<file path="src/rtl/pbank_pkg.sv">
package pbank_pkg;
   typedef enum logic [1:0] {
      SZ_BIT  = 2'd0,
      SZ_NIB  = 2'd1,
      SZ_BYTE = 2'd2,
      SZ_NONE = 2'd3
   } acc_size_e;
endpackage

</file>
<file path="src/rtl/pbank_port.sv">
module pbank_port #(
   parameter int NIB_W   = 4,
   parameter int PIN_W   = 4,
   parameter bit HAS_OD  = 1'b0,
   parameter bit IN_ONLY = 1'b0
) (
   input  logic             clk,
   input  logic             rst_n,
   input  logic             lat_we,
   input  logic [NIB_W-1:0] lat_d,
   input  logic             dir_we,
   input  logic             od_we,
   input  logic             pu_we,
   input  logic [NIB_W-1:0] cfg_d,
   input  logic [NIB_W-1:0] pad_in,
   output logic [NIB_W-1:0] rd_val,
   output logic [NIB_W-1:0] pad_out,
   output logic [NIB_W-1:0] pad_oe,
   output logic [NIB_W-1:0] pad_pu
);
   localparam logic [NIB_W-1:0] PIN_MASK = NIB_W'((1 << PIN_W) - 1);

   logic [NIB_W-1:0] lat_q, dir_q, od_q, in_q;
   logic             pu_q;

   // captured pin levels
   always_ff @(posedge clk or negedge rst_n) begin
      if (!rst_n) in_q <= '0;
      else        in_q <= pad_in & PIN_MASK;
   end

   always_ff @(posedge clk or negedge rst_n) begin
      if (!rst_n)     pu_q <= 1'b0;
      else if (pu_we) pu_q <= cfg_d[0];
   end

   generate
      if (IN_ONLY) begin : g_in_only
         logic unused_wr;
         assign unused_wr = lat_we ^ dir_we ^ (^lat_d);
         assign lat_q = '0;
         assign dir_q = '0;
      end else begin : g_bidir
         always_ff @(posedge clk or negedge rst_n) begin
            if (!rst_n) begin
               lat_q <= '0;
               dir_q <= '0;
            end else begin
               if (lat_we) lat_q <= lat_d & PIN_MASK;
               if (dir_we) dir_q <= cfg_d & PIN_MASK;
            end
         end
      end

      if (HAS_OD) begin : g_od
         always_ff @(posedge clk or negedge rst_n) begin
            if (!rst_n)     od_q <= '0;
            else if (od_we) od_q <= cfg_d & PIN_MASK;
         end
      end else begin : g_no_od
         logic unused_od;
         assign unused_od = od_we;
         assign od_q = '0;
      end
   endgenerate

   always_comb begin
      rd_val  = ((dir_q & lat_q) | (~dir_q & in_q)) & PIN_MASK;
      pad_out = dir_q & lat_q & ~od_q;
      pad_oe  = dir_q & ~(od_q & lat_q);
      pad_pu  = {NIB_W{pu_q}} & ~dir_q & PIN_MASK;
   end
endmodule

</file>
<file path="src/rtl/pbank_decode.sv">
module pbank_decode
   import pbank_pkg::*;
#(
   parameter int          NUM_PORTS = 10,
   parameter int          NIB_W     = 4,
   parameter int          ADDR_W    = 12,
   parameter int          DATA_PAGE = 'hFF,
   parameter int          DIR_PAGE  = 'hFE,
   parameter int          OD_PAGE   = 'hFD,
   parameter int          PU_PAGE   = 'hFC,
   parameter logic [15:0] PAIR_MASK = 16'h0150,
   localparam int         BIT_W     = $clog2(NIB_W),
   localparam int         PG_W      = ADDR_W - 4
) (
   input  logic [ADDR_W-1:0]                  bus_addr,
   input  logic                               bus_wr,
   input  logic [1:0]                         bus_size,
   input  logic [BIT_W-1:0]                   bus_bit,
   input  logic [2*NIB_W-1:0]                 bus_wdata,
   input  logic [NUM_PORTS-1:0][NIB_W-1:0]    port_rd,
   output logic [NUM_PORTS-1:0]               lat_we,
   output logic [NUM_PORTS-1:0][NIB_W-1:0]    lat_d,
   output logic [NUM_PORTS-1:0]               dir_we,
   output logic [NUM_PORTS-1:0]               od_we,
   output logic [NUM_PORTS-1:0]               pu_we,
   output logic [NIB_W-1:0]                   cfg_d
);
   logic [PG_W-1:0]  page;
   int               idx;
   acc_size_e        sz;
   logic [NIB_W-1:0] rmw;

   assign page  = bus_addr[ADDR_W-1:4];
   assign idx   = int'(bus_addr[3:0]);
   assign sz    = acc_size_e'(bus_size);
   assign cfg_d = bus_wdata[NIB_W-1:0];

   always_comb begin
      lat_we = '0;
      lat_d  = '0;
      dir_we = '0;
      od_we  = '0;
      pu_we  = '0;
      rmw    = '0;
      for (int p = 0; p < NUM_PORTS; p++) begin
         if (bus_wr && page == PG_W'(DATA_PAGE)) begin
            if (sz == SZ_NIB && idx == p) begin
               lat_we[p] = 1'b1;
               lat_d[p]  = bus_wdata[NIB_W-1:0];
            end else if (sz == SZ_BIT && idx == p) begin
               rmw          = port_rd[p];
               rmw[bus_bit] = bus_wdata[0];
               lat_we[p]    = 1'b1;
               lat_d[p]     = rmw;
            end else if (sz == SZ_BYTE && PAIR_MASK[idx] && idx == p) begin
               lat_we[p] = 1'b1;
               lat_d[p]  = bus_wdata[NIB_W-1:0];
            end else if (sz == SZ_BYTE && PAIR_MASK[idx] && idx + 1 == p) begin
               lat_we[p] = 1'b1;
               lat_d[p]  = bus_wdata[2*NIB_W-1:NIB_W];
            end
         end
         dir_we[p] = bus_wr && page == PG_W'(DIR_PAGE) && idx == p;
         od_we[p]  = bus_wr && page == PG_W'(OD_PAGE)  && idx == p;
         pu_we[p]  = bus_wr && page == PG_W'(PU_PAGE)  && idx == p;
      end
   end
endmodule

</file>
<file path="src/rtl/pbank_rdmux.sv">
module pbank_rdmux
   import pbank_pkg::*;
#(
   parameter int          NUM_PORTS = 10,
   parameter int          NIB_W     = 4,
   parameter int          ADDR_W    = 12,
   parameter int          DATA_PAGE = 'hFF,
   parameter logic [15:0] PAIR_MASK = 16'h0150,
   localparam int         BIT_W     = $clog2(NIB_W),
   localparam int         PG_W      = ADDR_W - 4
) (
   input  logic [ADDR_W-1:0]               bus_addr,
   input  logic [1:0]                      bus_size,
   input  logic [BIT_W-1:0]                bus_bit,
   input  logic [NUM_PORTS-1:0][NIB_W-1:0] port_rd,
   output logic [2*NIB_W-1:0]              bus_rdata
);
   int        idx;
   acc_size_e sz;
   logic      hit;

   assign idx = int'(bus_addr[3:0]);
   assign sz  = acc_size_e'(bus_size);
   assign hit = (bus_addr[ADDR_W-1:4] == PG_W'(DATA_PAGE)) && (idx < NUM_PORTS);

   always_comb begin
      bus_rdata = '0;
      if (hit) begin
         case (sz)
            SZ_BIT:  bus_rdata[0] = port_rd[idx][bus_bit];
            SZ_NIB:  bus_rdata[NIB_W-1:0] = port_rd[idx];
            SZ_BYTE: if (PAIR_MASK[idx]) bus_rdata = {port_rd[idx+1], port_rd[idx]};
            default: bus_rdata = '0;
         endcase
      end
   end
endmodule

</file>
<file path="src/rtl/pbank_top.sv">
module pbank_top #(
   parameter int          NUM_PORTS    = 10,
   parameter int          NIB_W        = 4,
   parameter int          ADDR_W       = 12,
   parameter int          DATA_PAGE    = 'hFF,
   parameter int          DIR_PAGE     = 'hFE,
   parameter int          OD_PAGE      = 'hFD,
   parameter int          PU_PAGE      = 'hFC,
   parameter logic [15:0] OD_MASK      = 16'h000D,
   parameter logic [15:0] IN_ONLY_MASK = 16'h0002,
   parameter logic [15:0] PAIR_MASK    = 16'h0150,
   parameter logic [15:0] NARROW_MASK  = 16'h0004,
   parameter int          NARROW_W     = 3,
   localparam int         BIT_W        = $clog2(NIB_W),
   localparam int         PINS         = NUM_PORTS * NIB_W
) (
   input  logic                clk,
   input  logic                rst_n,
   input  logic [ADDR_W-1:0]   bus_addr,
   input  logic                bus_wr,
   input  logic [1:0]          bus_size,
   input  logic [BIT_W-1:0]    bus_bit,
   input  logic [2*NIB_W-1:0]  bus_wdata,
   output logic [2*NIB_W-1:0]  bus_rdata,
   input  logic [PINS-1:0]     pin_in,
   output logic [PINS-1:0]     pin_out,
   output logic [PINS-1:0]     pin_oe,
   output logic [PINS-1:0]     pin_pu
);
   initial begin
      assert (NUM_PORTS >= 2 && NUM_PORTS <= 16)
         else $error("pbank_top: NUM_PORTS must lie in 2..16");
      assert (NIB_W >= 2 && (1 << BIT_W) == NIB_W)
         else $error("pbank_top: NIB_W must be a power of two");
      assert (ADDR_W > 4) else $error("pbank_top: ADDR_W too small");
      assert (NARROW_W >= 1 && NARROW_W <= NIB_W)
         else $error("pbank_top: NARROW_W out of range");
      assert ((PAIR_MASK >> (NUM_PORTS - 1)) == 0)
         else $error("pbank_top: a pair base leaves the bank");
   end

   logic [NUM_PORTS-1:0][NIB_W-1:0] port_rd, lat_d;
   logic [NUM_PORTS-1:0]            lat_we, dir_we, od_we, pu_we;
   logic [NIB_W-1:0]                cfg_d;

   pbank_decode #(
      .NUM_PORTS(NUM_PORTS), .NIB_W(NIB_W), .ADDR_W(ADDR_W),
      .DATA_PAGE(DATA_PAGE), .DIR_PAGE(DIR_PAGE), .OD_PAGE(OD_PAGE),
      .PU_PAGE(PU_PAGE), .PAIR_MASK(PAIR_MASK)
   ) u_decode (
      .bus_addr(bus_addr), .bus_wr(bus_wr), .bus_size(bus_size),
      .bus_bit(bus_bit), .bus_wdata(bus_wdata), .port_rd(port_rd),
      .lat_we(lat_we), .lat_d(lat_d), .dir_we(dir_we), .od_we(od_we),
      .pu_we(pu_we), .cfg_d(cfg_d)
   );

   pbank_rdmux #(
      .NUM_PORTS(NUM_PORTS), .NIB_W(NIB_W), .ADDR_W(ADDR_W),
      .DATA_PAGE(DATA_PAGE), .PAIR_MASK(PAIR_MASK)
   ) u_rdmux (
      .bus_addr(bus_addr), .bus_size(bus_size), .bus_bit(bus_bit),
      .port_rd(port_rd), .bus_rdata(bus_rdata)
   );

   generate
      for (genvar p = 0; p < NUM_PORTS; p++) begin : g_port
         localparam int PW = NARROW_MASK[p] ? NARROW_W : NIB_W;
         pbank_port #(
            .NIB_W(NIB_W), .PIN_W(PW),
            .HAS_OD(OD_MASK[p]), .IN_ONLY(IN_ONLY_MASK[p])
         ) u_port (
            .clk(clk), .rst_n(rst_n),
            .lat_we(lat_we[p]), .lat_d(lat_d[p]),
            .dir_we(dir_we[p]), .od_we(od_we[p]), .pu_we(pu_we[p]),
            .cfg_d(cfg_d),
            .pad_in(pin_in[p*NIB_W +: NIB_W]),
            .rd_val(port_rd[p]),
            .pad_out(pin_out[p*NIB_W +: NIB_W]),
            .pad_oe(pin_oe[p*NIB_W +: NIB_W]),
            .pad_pu(pin_pu[p*NIB_W +: NIB_W])
         );
      end
   endgenerate
endmodule

</file>
<file path="config.mk">
export PLATFORM = sky130hd
export DESIGN_NAME = pbank_top
export DESIGN_NICKNAME = d
export VERILOG_FILES = /design/src/rtl/pbank_pkg.sv /design/src/rtl/pbank_port.sv /design/src/rtl/pbank_decode.sv /design/src/rtl/pbank_rdmux.sv /design/src/rtl/pbank_top.sv
export SDC_FILE = /design/constraint.sdc
export NUM_CORES = 1
export LEC_CHECK = 0
export ABC_AREA = 1
export CORE_MARGIN = 3
export CORE_UTILIZATION = 45
export CTS_CLUSTER_SIZE = 10
export DETAILED_ROUTE_END_ITERATION = 12
export PLACE_DENSITY = 0.8
export SLEW_MARGIN = 0
export SYNTH_ARGS = -nofsm -noshare
export SYNTH_HDL_FRONTEND = slang
export SYNTH_SLANG_ARGS = --single-unit
</file>
<file path="constraint.sdc">
create_clock -name clk -period 4.4 [get_ports clk]
set_input_delay 0.88 -clock clk [delete_from_list [all_inputs] [get_ports clk]]
set_output_delay 0.88 -clock clk [all_outputs]
set_load 0.02 [all_outputs]
</file>
Yosys cells after proc, flatten, opt, wreduce, memory -nomap -nowiden. Memory sizes are Yosys's and may differ from the RTL's. Cells that the tools add are included.

Memories kept: 1. Word-level logic and storage cells: 313. Register bits after elaboration: 130. Bits in read-only memories: 16.

Memories: (name not given) (words 16, width 1, rd ports 1, clocked after Yosys merged registers in 0, wr ports 0, line pbank_rdmux.sv:32) `SZ_BYTE: if (PAIR_MASK[idx]) bus_rdata = {port_rd[idx+1], port_rd[idx]};`.

Reductions and logical operators: 68. Muxes and demuxes: 114. Bitwise operators: 60. Magnitude comparators: 5. Add/subtract/negate cells: 1. Equality and inequality tests: 23.

Operators by type and width (count): 4-bit 2-to-1 mux (44); 32-bit by 4-bit == test with 1-bit output (second input constant) (4); 4-bit bitwise AND (31); 1-bit logical AND (65); 32-bit by 3-bit == test with 1-bit output (second input constant) (2); 32-bit by 5-bit == test with 1-bit output (second input constant) (2); 32-bit logical NOT (2); 4-bit NOT (13); 1-bit 2-to-1 mux (48); 4-bit bitwise mux (9); 4-bit binary-select mux with 4-bit select (2); 8-bit == test (second input constant) (4); 32-bit by 6-bit < comparator with 1-bit output (second input constant) (1); 4-bit OR (8); 4-bit == test (second input constant) (6); 8-bit 2-to-1 mux (2); 3-bit 2-to-1 mux (5); 3-bit bitwise AND (4); 4-bit by 3-bit == test with 1-bit output (second input constant) (2); 3-bit one-hot mux with 2 select lines (1); 4-bit by 1-bit adder with 5-bit output (second input constant) (1); 4-bit by 5-bit < comparator with 1-bit output (second input constant) (1); 3-bit by 4-bit bitwise AND with 4-bit output (1); 4-bit by 2-bit == test with 1-bit output (second input constant) (1); other kinds (12) (12).

Logic depth before layout (Yosys ltp). Gate-level depths: netlist (run 1).

Word-level depth: 9. Gate-level depth with buffers: 17.

Hierarchy. A second synthesis (run 1) with hierarchy kept.

Cell total of the unflattened synthesis: 1275. Area, all modules: 8201.6 um^2.

By module, submodules not included: pbank_port (g_port[4].u_port ...) (area an instance 531.8 um^2, times used 6, cells an instance 68, sequential area each 325.3 um^2); pbank_decode (area an instance 1659.1 um^2, times used 1, cells an instance 364, sequential area each 0.0 um^2); pbank_port (g_port[0].u_port ...) (area an instance 700.7 um^2, times used 2, cells an instance 89, sequential area each 425.4 um^2); pbank_rdmux (area an instance 1124.8 um^2, times used 1, cells an instance 229, sequential area each 0.0 um^2); pbank_port (g_port[2].u_port) (area an instance 591.8 um^2, times used 1, cells an instance 74, sequential area each 325.3 um^2); pbank_port (g_port[1].u_port) (area an instance 234.0 um^2, times used 1, cells an instance 22, sequential area each 125.1 um^2).

Worst setup path after synthesis (run 1). OpenSTA, ideal clock, no wires.

Path kind: input port to output port. Start: in bus_addr[0]. End: out bus_rdata[7]. Path slack: 0.464 ns. Stages on the path: 11. Data required time: 3.520 ns. Buffers on the path: 3. Arrival: 3.056 ns. Path through: buf_2 > clkinv_1 > clkbuf_1 > buf_2 > ha_1 > inv_1 > nor2_1 > a21oi_1 > a21oi_1 > nand2_1 > a21oi_1.

Longest elaborated chain between the ends: 7.

RTL lines: start, declared (line pbank_top.sv:19) `input logic [ADDR_W-1:0] bus_addr,`; 4-bit by 1-bit adder with 5-bit output (line pbank_rdmux.sv:32); 4-bit binary-select mux with 4-bit select (line pbank_rdmux.sv:32); 4-bit 2-to-1 mux (implied by the code) (2 in a row) (line pbank_rdmux.sv:32); 8-bit 2-to-1 mux (line pbank_rdmux.sv:32); 4-bit 2-to-1 mux (line pbank_rdmux.sv:29) `case (sz)`; 8-bit 2-to-1 mux (*) (line pbank_rdmux.sv:28) `if (hit) begin`; end, declared (line pbank_top.sv:24) `output logic [2*NIB_W-1:0] bus_rdata,`.

Mark *: on every way between the ends. The rest lies on a longest branch, timed or not. The select of a mux whose other input is x is not followed.

Worst setup path after layout (run 1).
Start: in bus_addr[1]. End: out bus_rdata[3].

Longest elaborated chain between the ends: 5.

RTL lines (line): memory 16 x 1 bit or 4-bit binary-select mux with 4-bit select (tied branches); 1-bit 2-to-1 mux or 4-bit 2-to-1 mux (tied branches); 8-bit 2-to-1 mux (pbank_rdmux.sv:32); 3-bit one-hot mux with 2 select lines (pbank_rdmux.sv:29); 8-bit 2-to-1 mux (*) (pbank_rdmux.sv:28).

Marks and branches as above.

==> flow_metrics.env, run 1 <==
export IMPL_status="complete, no violations"
export IMPL_hold_viol_final=0
export IMPL_critPathKind="in2out"
export IMPL_die_y_um=138
export IMPL_antenna_found_initial=1
export IMPL_min_from="g_port[8].u_port.lat_q[1]$_DFFE_PN0P_"
export IMPL_switchingPower_w=0.000799
export IMPL_async_reset_ff_share_pct=100
export IMPL_post_place_ws_ps=52.5
export IMPL_via_per_inst=5.42
export IMPL_slew_headroom_pct=40.1
export IMPL_netlist_area_leader_share_pct=41.6
export IMPL_netlist_instances=1116
export IMPL_synth_top_family_by_area="simple AND/OR/NAND/NOR gates"
export IMPL_yosys_warnings=0
export IMPL_power_frac_seq_pct=41.2
export IMPL_setup_viol=0
export IMPL_drt_wl_total_um=29600
export IMPL_clockPowerShare_pct=45.4
export IMPL_grt_pass1_wl_um=44600
export IMPL_stdcell_count=1561
export IMPL_tns_ps=0
export IMPL_drt_first_pass_iters=6
export IMPL_synth_simple_area_share_pct=29.6
export IMPL_clk_latency_ps=430
export IMPL_cts_root_buf="clkbuf_16"
export IMPL_grt_pass1_vias=7978
export IMPL_synth_flop_cell="dfrtp_1"
export IMPL_wl_per_cell_um=19.0
export IMPL_ys_seq_area_share_pct=41.6
export IMPL_antenna_cells=0
export IMPL_grt_overflow=0
export IMPL_tightest_slew_ps=898
export IMPL_postCtsSetupBuffers=0
export IMPL_dp_cells=1531
export IMPL_first_iter_violations=956
export IMPL_netlist_area_um2=7810
export IMPL_fin_ws_ps=117
export IMPL_io_pins=195
export IMPL_die_x_um=138
export IMPL_synth_largest_area_cell="dfrtp_1"
export IMPL_p_int_w=0.00218
export IMPL_cts_tree="done"
export IMPL_crit_arrival_ps=3400
export IMPL_ys_types=41
export IMPL_crit_path_cell_trace="clkdlybuf4s50_1 -> inv_1 -> ha_1 -> nand3_2 -> inv_2 -> nand2_2 -> nand2_2 -> nor2_2 -> nor2_1 -> and2_1 -> clkdlybuf4s50_1"
export IMPL_worst_path_largest_cell_delay_ps=620
export IMPL_wl_met2_um=13800
export IMPL_crit_fanout=4
export IMPL_worstReg2RegStart="g_port[2].u_port.dir_q[2]$_DFFE_PN0P_"
export IMPL_max_freq_ghz=0.233
export IMPL_vias=8457
export IMPL_finalMaxSlewViolations=0
export IMPL_drc_errors=0
export IMPL_rsz0062_at_grt="false"
export IMPL_fin_crit_ps=4280
export IMPL_synth_avg_cell_area_um2=7.00
export IMPL_path_clk_slew_ps=60
export IMPL_finalClockSkew_ps=4.53
export IMPL_cts_htree_levels=4
export IMPL_path_buf_inv=4
export IMPL_pwr_density_cell_nw_per_um2=280
export IMPL_synth_seq_cells=130
export IMPL_grt_max_degree=68
export IMPL_num_rows=47
export IMPL_startpoint_type="input port"
export IMPL_place_congestion=1.02
export IMPL_clock_sinks=130
export IMPL_drive_gt1_share_pct=8.35
export IMPL_syn2layout_area_growth_pct=36.1
export IMPL_dr_max_layer_used="met4"
export IMPL_synth_edf_count=0
export IMPL_synth_area_top_cells="dfrtp_1, nand2_1, a21oi_1"
export IMPL_wl_met1_um=12100
export IMPL_synth_compound_area_share_pct=17.1
export IMPL_wl_met3_um=2900
export IMPL_ir_worst_vdd_mv=0.282
export IMPL_switching_share_pct=26.8
export IMPL_cts_buffers=17
export IMPL_yosys_area_share_xor_xnor_pct=0.528
export IMPL_core_um2=16800
export IMPL_drv_cap=0
export IMPL_postRouteAntennaNets=0
export IMPL_die_area_um2=19000
export IMPL_track_usage_pct=31.5
export IMPL_startpoint="bus_addr[1]"
export IMPL_synth_mux_area_share_pct=0
export IMPL_num_nets_final=1407
export IMPL_cp_end_kind="primary output"
export IMPL_worstPathRequired_ps=3520
export IMPL_hp_class="reg2reg"
export IMPL_crit_family="buffers and inverters"
export IMPL_io_buffers=182
export IMPL_clockBufferDepth=2
export IMPL_mostFrequentLayoutCell="nand2_1"
export IMPL_leakage_nw=5.12
export IMPL_p_comb_share_pct=13.4
export IMPL_start_util_pct=46.6
export IMPL_crit_slowest_cell="clkdlybuf4s50_1"
export IMPL_dp_final_hpwl_um=22100
export IMPL_layout_common_cells="nand2_1, clkdlybuf4s50_1, inv_1, dfrtp_1, nor2_1"
export IMPL_period_share_pct=97.3
export IMPL_synth_adder_area_share_pct=1.60
-- flip-flops by register name, summed over array words and instances, names as in the netlist --
signal / count
g_port.u_port.in_q: 35
g_port.u_port.lat_q: 35
g_port.u_port.pad_oe: 24
g_port.u_port.dir_q: 11
g_port.u_port.od_q: 11
g_port.u_port.pu_q: 10
g_port.u_port.rd_val: 4
-- power by group through the flow --
stage / clock, W / sequential (W) / combinational, W
6_report: 0.00135 / 0.00123 / 0.000398
5_1_grt: 0.00142 / 0.00123 / 0.000428
4_1_cts: 0.00136 / 0.00123 / 0.000389
3_5_place_dp: 0 / 0.00125 / 0.000387
3_3_place_gp: 0 / 0.00125 / 0.000386
2_1_floorplan: 0 / 0.00125 / 0.000174
-- stage by stage --
step / total power [W] / hold slack (ps) / utilization [%] / cell area, um2
global route: 0.00307 / 530 / 63.5 / 10600
detailed placement: 0.00164 / 494 / 60.1 / 10100
floorplan: 0.00142 / 470 / - / 7850
finish: 0.00298 / 502 / 63.5 / 10600
CTS: 0.00298 / 506 / 63.4 / 10600
global placement: 0.00163 / 491 / 60.1 / 10100
-- timing repair --
action | 4_1_cts | 5_1_grt
endpoints found under the setup margin | 0 | 5
resized for setup | 0 | 6
hold buffers | 0 | 0
-- cell usage after synthesis (5+ instances only) --
library cell and count:
nand2_1 312, dfrtp_1 130, inv_1 130, nor2_1 124, a21oi_1 104, nand3_1 80
o21ai_0 79, o211ai_1 20, a31oi_1 15, buf_4 15, clkbuf_1 14, ha_1 10
inv_2 9, nor2_2 9, nand4_1 7, nand2_2 6, nor2_4 5
-- worst register-to-register path, delay by kind of cell, from the launching register on --
| family | cells | cell delay [ps] |
|---|---|---|
| AO/OA/AOI/OAI | 3 | 840 |
| AND/OR/NAND/NOR | 2 | 240 |
| flip-flops | 1 | 360 |
| buffers and inverters | 1 | 90 |
-- final cells by class --
cell class / count / area [um2]
well taps: 220 / 275
clock inverters: 10 / 114
flip-flops and latches: 130 / 3250
multi-input cells: 818 / 3860
inverters: 142 / 533
fillers: 1542 / 6120
repair buffers: 221 / 2160
clock buffers: 20 / 437
-- worst paths after layout --
kind	endpoint	slack [ps]	depth (start not counted)
max in group asynchronous	g_port[4].u_port.lat_q[2]$_DFFE_PN0P_	3020	2
min in group asynchronous	g_port[3].u_port.od_q[2]$_DFFE_PN0P_	550	1
min	g_port[8].u_port.lat_q[1]$_DFFE_PN0P_	500	2
max reg2reg	g_port[2].u_port.lat_q[2]$_DFFE_PN0P_	2780	6
min reg2reg	g_port[8].u_port.lat_q[1]$_DFFE_PN0P_	500	2
max	bus_rdata[3]	120	11
-- cell families (layout without fill, tap and decap cells) --
kind of cell | Yosys count | count (layout)
xor+xnor | 3 | 3
flops | 130 | 130
other cells | 1 | 11
fa+ha+maj | 10 | 10
simple gates | 555 | 555
buf+inv | 178 | 393
compound gates | 239 | 239
-- layer usage --
metal | vias up | GRT usage [%]
li1 | 4024 | -
met2 | 451 | 50.4
met1 | 3921 | 42.0
met5 | - | 0
met3 | 61 | 7.85
met4 | 0 | 10.4
(Power assumes the default switching activity.)
==> run 2, diff against run 1 <==
Settings changed: MAX_ROUTING_LAYER from default to met4.
==> run 2 against run 1 <==
  * Fmax increased by 1.9%
  * Combinational power increased by 2%
  * Sequential share of layout area decreased by 0.39 points
  * Cell count increased by 0.13%
  * Critical path depth increased by 5
  * Wire length increased by 1.9%
  * First-iteration DRC count decreased by 13%
  * Worst setup slack improved by 81 ps
  * Design area increased by 1.3%
  * Clock skew increased by 0.72 ps
  * Largest power group unchanged
  * Highest routed layer unchanged
==> flow_metrics.env, run 2 (same netlist as run 1, synthesis figures left out) <==
export IMPL_io_pins=195
export IMPL_grt_max_degree=67
export IMPL_dp_final_hpwl_um=22400
export IMPL_rsz0062_at_grt="false"
export IMPL_postRouteAntennaNets=0
export IMPL_p_comb_share_pct=12.6
export IMPL_core_um2=16800
export IMPL_crit_slowest_cell="clkdlybuf4s50_1"
export IMPL_hp_class="reg2reg"
export IMPL_grt_pass1_wl_um=45400
export IMPL_tightest_slew_ps=922
export IMPL_drive_gt1_share_pct=8.71
export IMPL_io_buffers=182
export IMPL_die_area_um2=19000
export IMPL_power_frac_seq_pct=38.2
export IMPL_clockBufferDepth=2
export IMPL_antenna_cells=0
export IMPL_dp_cells=1532
export IMPL_cts_root_buf="clkbuf_16"
export IMPL_switching_share_pct=25.6
export IMPL_hold_ws_ps=514
export IMPL_die_y_um=138
export IMPL_worst_path_largest_cell_delay_ps=640
export IMPL_pwr_density_cell_nw_per_um2=299
export IMPL_start_util_pct=46.6
export IMPL_place_congestion=1.06
export IMPL_finalClockSkew_ps=5.25
export IMPL_crit_top_cell="nand2_1"
export IMPL_cts_tree="done"
export IMPL_cp_end_kind="primary output"
export IMPL_cts_buffers=17
export IMPL_ir_worst_vdd_mv=0.298
export IMPL_grt_pass1_vias=8158
export IMPL_stdcell_count=1563
export IMPL_grt_overflow=0
export IMPL_num_rows=47
export IMPL_cts_htree_levels=4
export IMPL_num_nets_final=1408
export IMPL_setup_viol=0
export IMPL_crit_path_cell_trace="clkdlybuf4s50_1 -> buf_12 -> nand2_1 -> inv_2 -> buf_12 -> nand2_1 -> nand2_1 -> inv_1 -> nand2_1 -> nand2_1 -> nand3_1 -> nand2_1 -> nand3_1 -> nand2_1 -> a21oi_1 -> clkdlybuf4s50_1"
export IMPL_max_freq_ghz=0.238
export IMPL_drt_wl_total_um=30200
export IMPL_layout_common_cells="nand2_1, clkdlybuf4s50_1, inv_1, dfrtp_1, nor2_1"
export IMPL_track_usage_pct=32.8
export IMPL_worstReg2RegStart="g_port[2].u_port.dir_q[0]$_DFFE_PN0P_"
export IMPL_drc_errors=0
export IMPL_worstPathRequired_ps=3520
export IMPL_vias=8591
export IMPL_hold_viol_final=0
export IMPL_finalMaxSlewViolations=0
export IMPL_leakage_nw=5.18
export IMPL_antenna_found_initial=0
export IMPL_clock_sinks=130
export IMPL_drv_cap=0
export IMPL_crit_fanout=17
export IMPL_p_int_w=0.00240
export IMPL_wl_per_cell_um=19.3
export IMPL_clk_latency_ps=420
export IMPL_startpoint="bus_addr[0]"
export IMPL_min_from="g_port[8].u_port.lat_q[1]$_DFFE_PN0P_"
export IMPL_first_iter_violations=828
export IMPL_syn2layout_area_growth_pct=37.9
export IMPL_via_per_inst=5.50
export IMPL_slew_headroom_pct=38.5
export IMPL_crit_arrival_ps=3320
export IMPL_critPathKind="in2out"
export IMPL_mostFrequentLayoutCell="nand2_1"
export IMPL_period_share_pct=95.5
export IMPL_startpoint_type="input port"
export IMPL_clockPowerShare_pct=49.3
export IMPL_switchingPower_w=0.000823
export IMPL_status="complete, no violations"
export IMPL_drt_first_pass_iters=6
export IMPL_die_x_um=138
export IMPL_fin_crit_ps=4200
export IMPL_path_clk_slew_ps=60
[run 2: power by group through the flow]
stage / registers (W) / clock network [W] / logic, W
finish: 0.00123 / 0.00158 / 0.000405
global route: 0.00123 / 0.00164 / 0.000433
CTS: 0.00123 / 0.00159 / 0.000396
floorplan: 0.00125 / 0 / 0.000174
global placement: 0.00125 / 0 / 0.000392
detailed placement: 0.00125 / 0 / 0.000393
[run 2: repair_timing]
item	4_1_cts	5_1_grt
setup endpoints to repair	0	5
hold endpoints to repair	0	0
gates resized for setup	0	5
hold buffers	0	0
buffers inserted	0	0
[run 2: stage by stage]
stage	TNS (ps)	cell area [um2]	setup WS (ps)	util (%)	power, W
2_1_floorplan	0	7850	464	-	0.00142
3_3_place_gp	-4.89	10100	-4.89	60.3	0.00164
3_5_place_dp	0	10100	39.1	60.3	0.00164
4_1_cts	0	10800	39.7	64.2	0.00321
5_1_grt	0	10800	3.93	64.3	0.00330
6_report	0	10800	198	64.3	0.00322
[run 2: worst paths after layout]
check / endpoint / depth (start not counted) / slack, ps
min: g_port[8].u_port.lat_q[1]$_DFFE_PN0P_ / 2 / 510
min in group asynchronous: g_port[6].u_port.pad_oe[0]$_DFFE_PN0P_ / 1 / 530
min reg2reg: g_port[8].u_port.lat_q[1]$_DFFE_PN0P_ / 2 / 510
max reg2reg: g_port[2].u_port.lat_q[0]$_DFFE_PN0P_ / 6 / 2780
max in group asynchronous: g_port[4].u_port.pad_oe[2]$_DFFE_PN0P_ / 2 / 3020
max: bus_rdata[0] / 16 / 200
[run 2: layout make-up]
cell class | instances | area, um2
Inverter | 142 | 533
Timing Repair Buffer | 222 | 2190
Clock buffer | 19 | 453
Fill cell | 1488 | 5980
Clock inverter | 12 | 205
Tap cell | 220 | 275
Sequential cell | 130 | 3250
Multi-Input combinational cell | 818 | 3860
[run 2: per-layer routing]
metal / track usage (%) / wire, um / up-vias / share of wire [%]
met1: 42.7 / 12400 / 4032 / 41
met5: - / 0 / - / 0
met4: 13.7 / 1130 / 0 / 3.8
met3: 7.56 / 2840 / 92 / 9.4
li1: - / - / 4019 / -
met2: 49.5 / 13800 / 448 / 46
[run 2: critical path: cells and delay by family]
| kind | cells | cell delay (ps) |
|---|---|---|
| AOI/OAI and AO/OA | 1 | 190 |
| buffers and inverters | 6 | 1640 |
| and+or+nand+nor | 9 | 600 |
==> run 3, diff against run 2 <==
Settings changed: CAP_MARGIN from default to 20, CORE_UTILIZATION 45 to 35, PLACE_DENSITY 0.8 to 0.66, SKIP_LAST_GASP from default to 1.
==> run 3 against run 2 <==
  * Hold slack worse by 9.2 ps
  * Fmax is 2.5% lower
  * Non-clock buffer count is 2 higher
  * Sequential share of layout area is 0.22 points higher
  * First-iteration DRC count is 12% lower
  * Sequential power hardly changed
  * Total power is 8.5% lower
  * Global-route usage is 7.1 points lower
  * Critical path type unchanged
  * Cell count is 3.8% higher
  * Register-to-register slack hardly changed
==> flow_metrics.env, run 3 (same netlist as run 1, synthesis figures left out) <==
export IMPL_status="complete, no violations"
export IMPL_post_place_ws_ps=28.6
export IMPL_mostFrequentLayoutCell="nand2_1"
export IMPL_cts_buffers=17
export IMPL_io_buffers=182
export IMPL_r2r_cells=6
export IMPL_start_util_pct=35.7
export IMPL_clockBufferDepth=2
export IMPL_drt_first_pass_iters=6
export IMPL_antenna_found_initial=0
export IMPL_crit_path_cell_trace="clkdlybuf4s50_1 -> clkinv_1 -> ha_1 -> inv_1 -> nor2_1 -> buf_4 -> nand2_1 -> nand3_1 -> nand3_1 -> a21oi_1 -> clkdlybuf4s50_1"
export IMPL_die_x_um=155
export IMPL_worstReg2RegStart="g_port[2].u_port.dir_q[0]$_DFFE_PN0P_"
export IMPL_drv_cap=0
export IMPL_track_usage_pct=25.6
export IMPL_crit_family="buffers and inverters"
export IMPL_hp_class="reg2reg"
export IMPL_slew_headroom_pct=40.3
export IMPL_die_area_um2=24200
export IMPL_tightest_slew_ps=896
export IMPL_period_share_pct=97.9
export IMPL_setup_viol=0
export IMPL_finalMaxSlewViolations=0
export IMPL_drt_wl_total_um=30100
export IMPL_drive_gt1_share_pct=8.42
export IMPL_postCtsSetupBuffers=0
export IMPL_cts_htree_levels=4
export IMPL_fin_crit_ps=4310
export IMPL_clock_sinks=130
export IMPL_critPathKind="in2out"
export IMPL_io_pins=195
export IMPL_grt_pass1_vias=7946
export IMPL_path_buf_inv=5
export IMPL_max_freq_ghz=0.232
export IMPL_rsz0062_at_grt="true"
export IMPL_hold_depth=2
export IMPL_cts_tree="done"
export IMPL_drc_errors=0
export IMPL_layout_common_cells="nand2_1, clkdlybuf4s50_1, inv_1, dfrtp_1, nor2_1"
export IMPL_vias=8338
export IMPL_num_nets_final=1410
export IMPL_via_per_inst=5.14
export IMPL_reg2reg_to="g_port[2].u_port.lat_q[0]$_DFFE_PN0P_"
export IMPL_core_um2=21900
export IMPL_syn2layout_area_growth_pct=36.9
export IMPL_postRouteAntennaNets=0
export IMPL_min_from="g_port[8].u_port.lat_q[1]$_DFFE_PN0P_"
export IMPL_dp_final_hpwl_um=22500
export IMPL_reg2reg_slack_ps=2770
export IMPL_wl_per_cell_um=18.6
export IMPL_crit_fanout=8
export IMPL_grt_max_degree=69
export IMPL_cp_end_kind="primary output"
export IMPL_leakage_nw=5.12
export IMPL_hold_viol_final=0
export IMPL_hold_ws_ps=504
export IMPL_worstHoldEndpoint="g_port[8].u_port.lat_q[1]$_DFFE_PN0P_"
export IMPL_grt_pass1_wl_um=46000
export IMPL_num_rows=54
export IMPL_nFillCells=2222
export IMPL_path_clk_slew_ps=60
export IMPL_crit_arrival_ps=3430
export IMPL_worst_path_largest_cell_delay_ps=640
export IMPL_startpoint_type="input port"
export IMPL_pwr_density_cell_nw_per_um2=275
export IMPL_finalClockSkew_ps=5.54
export IMPL_antenna_cells=0
export IMPL_first_iter_violations=726
export IMPL_die_y_um=155
export IMPL_cts_root_buf="clkbuf_16"
export IMPL_place_congestion=1.03
export IMPL_ir_worst_vdd_mv=0.186
export IMPL_crit_slowest_cell="clkdlybuf4s50_1"
export IMPL_clk_latency_ps=420
export IMPL_worstPathRequired_ps=3520
export IMPL_grt_overflow=0
export IMPL_fin_ws_ps=91.1
==> run 3: layer usage <==
metal / global-route usage (%) / routed length (um) / up-vias
li1: - / - / 4020
met1: 35.1 / 13400 / 3860
met2: 38.3 / 13400 / 404
met3: 6.23 / 2690 / 54
met4: 6.71 / 683 / 0
met5: - / 0 / -
==> run 3: layout make-up <==
cell class	count	area [um2]	area share, %
Clock buffer	22	464	4.34
Clock inverter	6	60.1	0.561
Sequential cell	130	3250	30.4
Inverter	142	533	4.98
Timing Repair Buffer	224	2170	20.3
Tap cell	280	350	3.27
Multi-Input combinational cell	818	3870	36.2
==> run 3: metrics by stage <==
step | power [W] | utilization, % | instance area (um2) | instances | setup TNS (ps)
final | 0.00294 | 48.9 | 10700 | 1622 | 0
after global placement | 0.00164 | 46.4 | 10200 | 1594 | 0
after CTS | 0.00295 | 48.8 | 10700 | 1622 | 0
after global routing | 0.00305 | 48.9 | 10700 | 1622 | -46.8
after detailed placement | 0.00164 | 46.4 | 10200 | 1594 | 0
after floorplan | 0.00142 | - | 7850 | 1126 | 0
==> run 3: how the worst max path moves through the flow <==
stage / endpoint / from / cells after the start
2_1_floorplan: bus_rdata[7] / bus_addr[0] / 11
5_1_grt: bus_rdata[5] / bus_addr[0] / 11
6_report: bus_rdata[5] / bus_addr[0] / 11
4_1_cts: bus_rdata[5] / bus_addr[0] / 11
3_3_place_gp: bus_rdata[5] / bus_addr[0] / 11
3_5_place_dp: bus_rdata[5] / bus_addr[0] / 11
==> run 3: repair_timing <==
| action | in CTS | in global routing |
|---|---|---|
| endpoints found under the setup margin | 0 | 5 |
| resized for setup | 0 | 5 |
| hold buffers | 0 | 0 |
==> run 3: worst register-to-register path, delay by kind of cell, from the launching register on <==
kind | cells | cell delay, ps
buffers and inverters | 1 | 90
AND/OR/NAND/NOR | 3 | 310
flip-flops | 1 | 360
AO/OA/AOI/OAI | 2 | 820
==> run 3: report_power, final <==
| group | switching, W | leakage [nW] | internal (W) |
|---|---|---|---|
| clock network | 0.000523 | 0.254 | 0.000790 |
| logic | 0.000262 | 3.14 | 0.000140 |
| registers | 0.0000101 | 1.72 | 0.00122 |
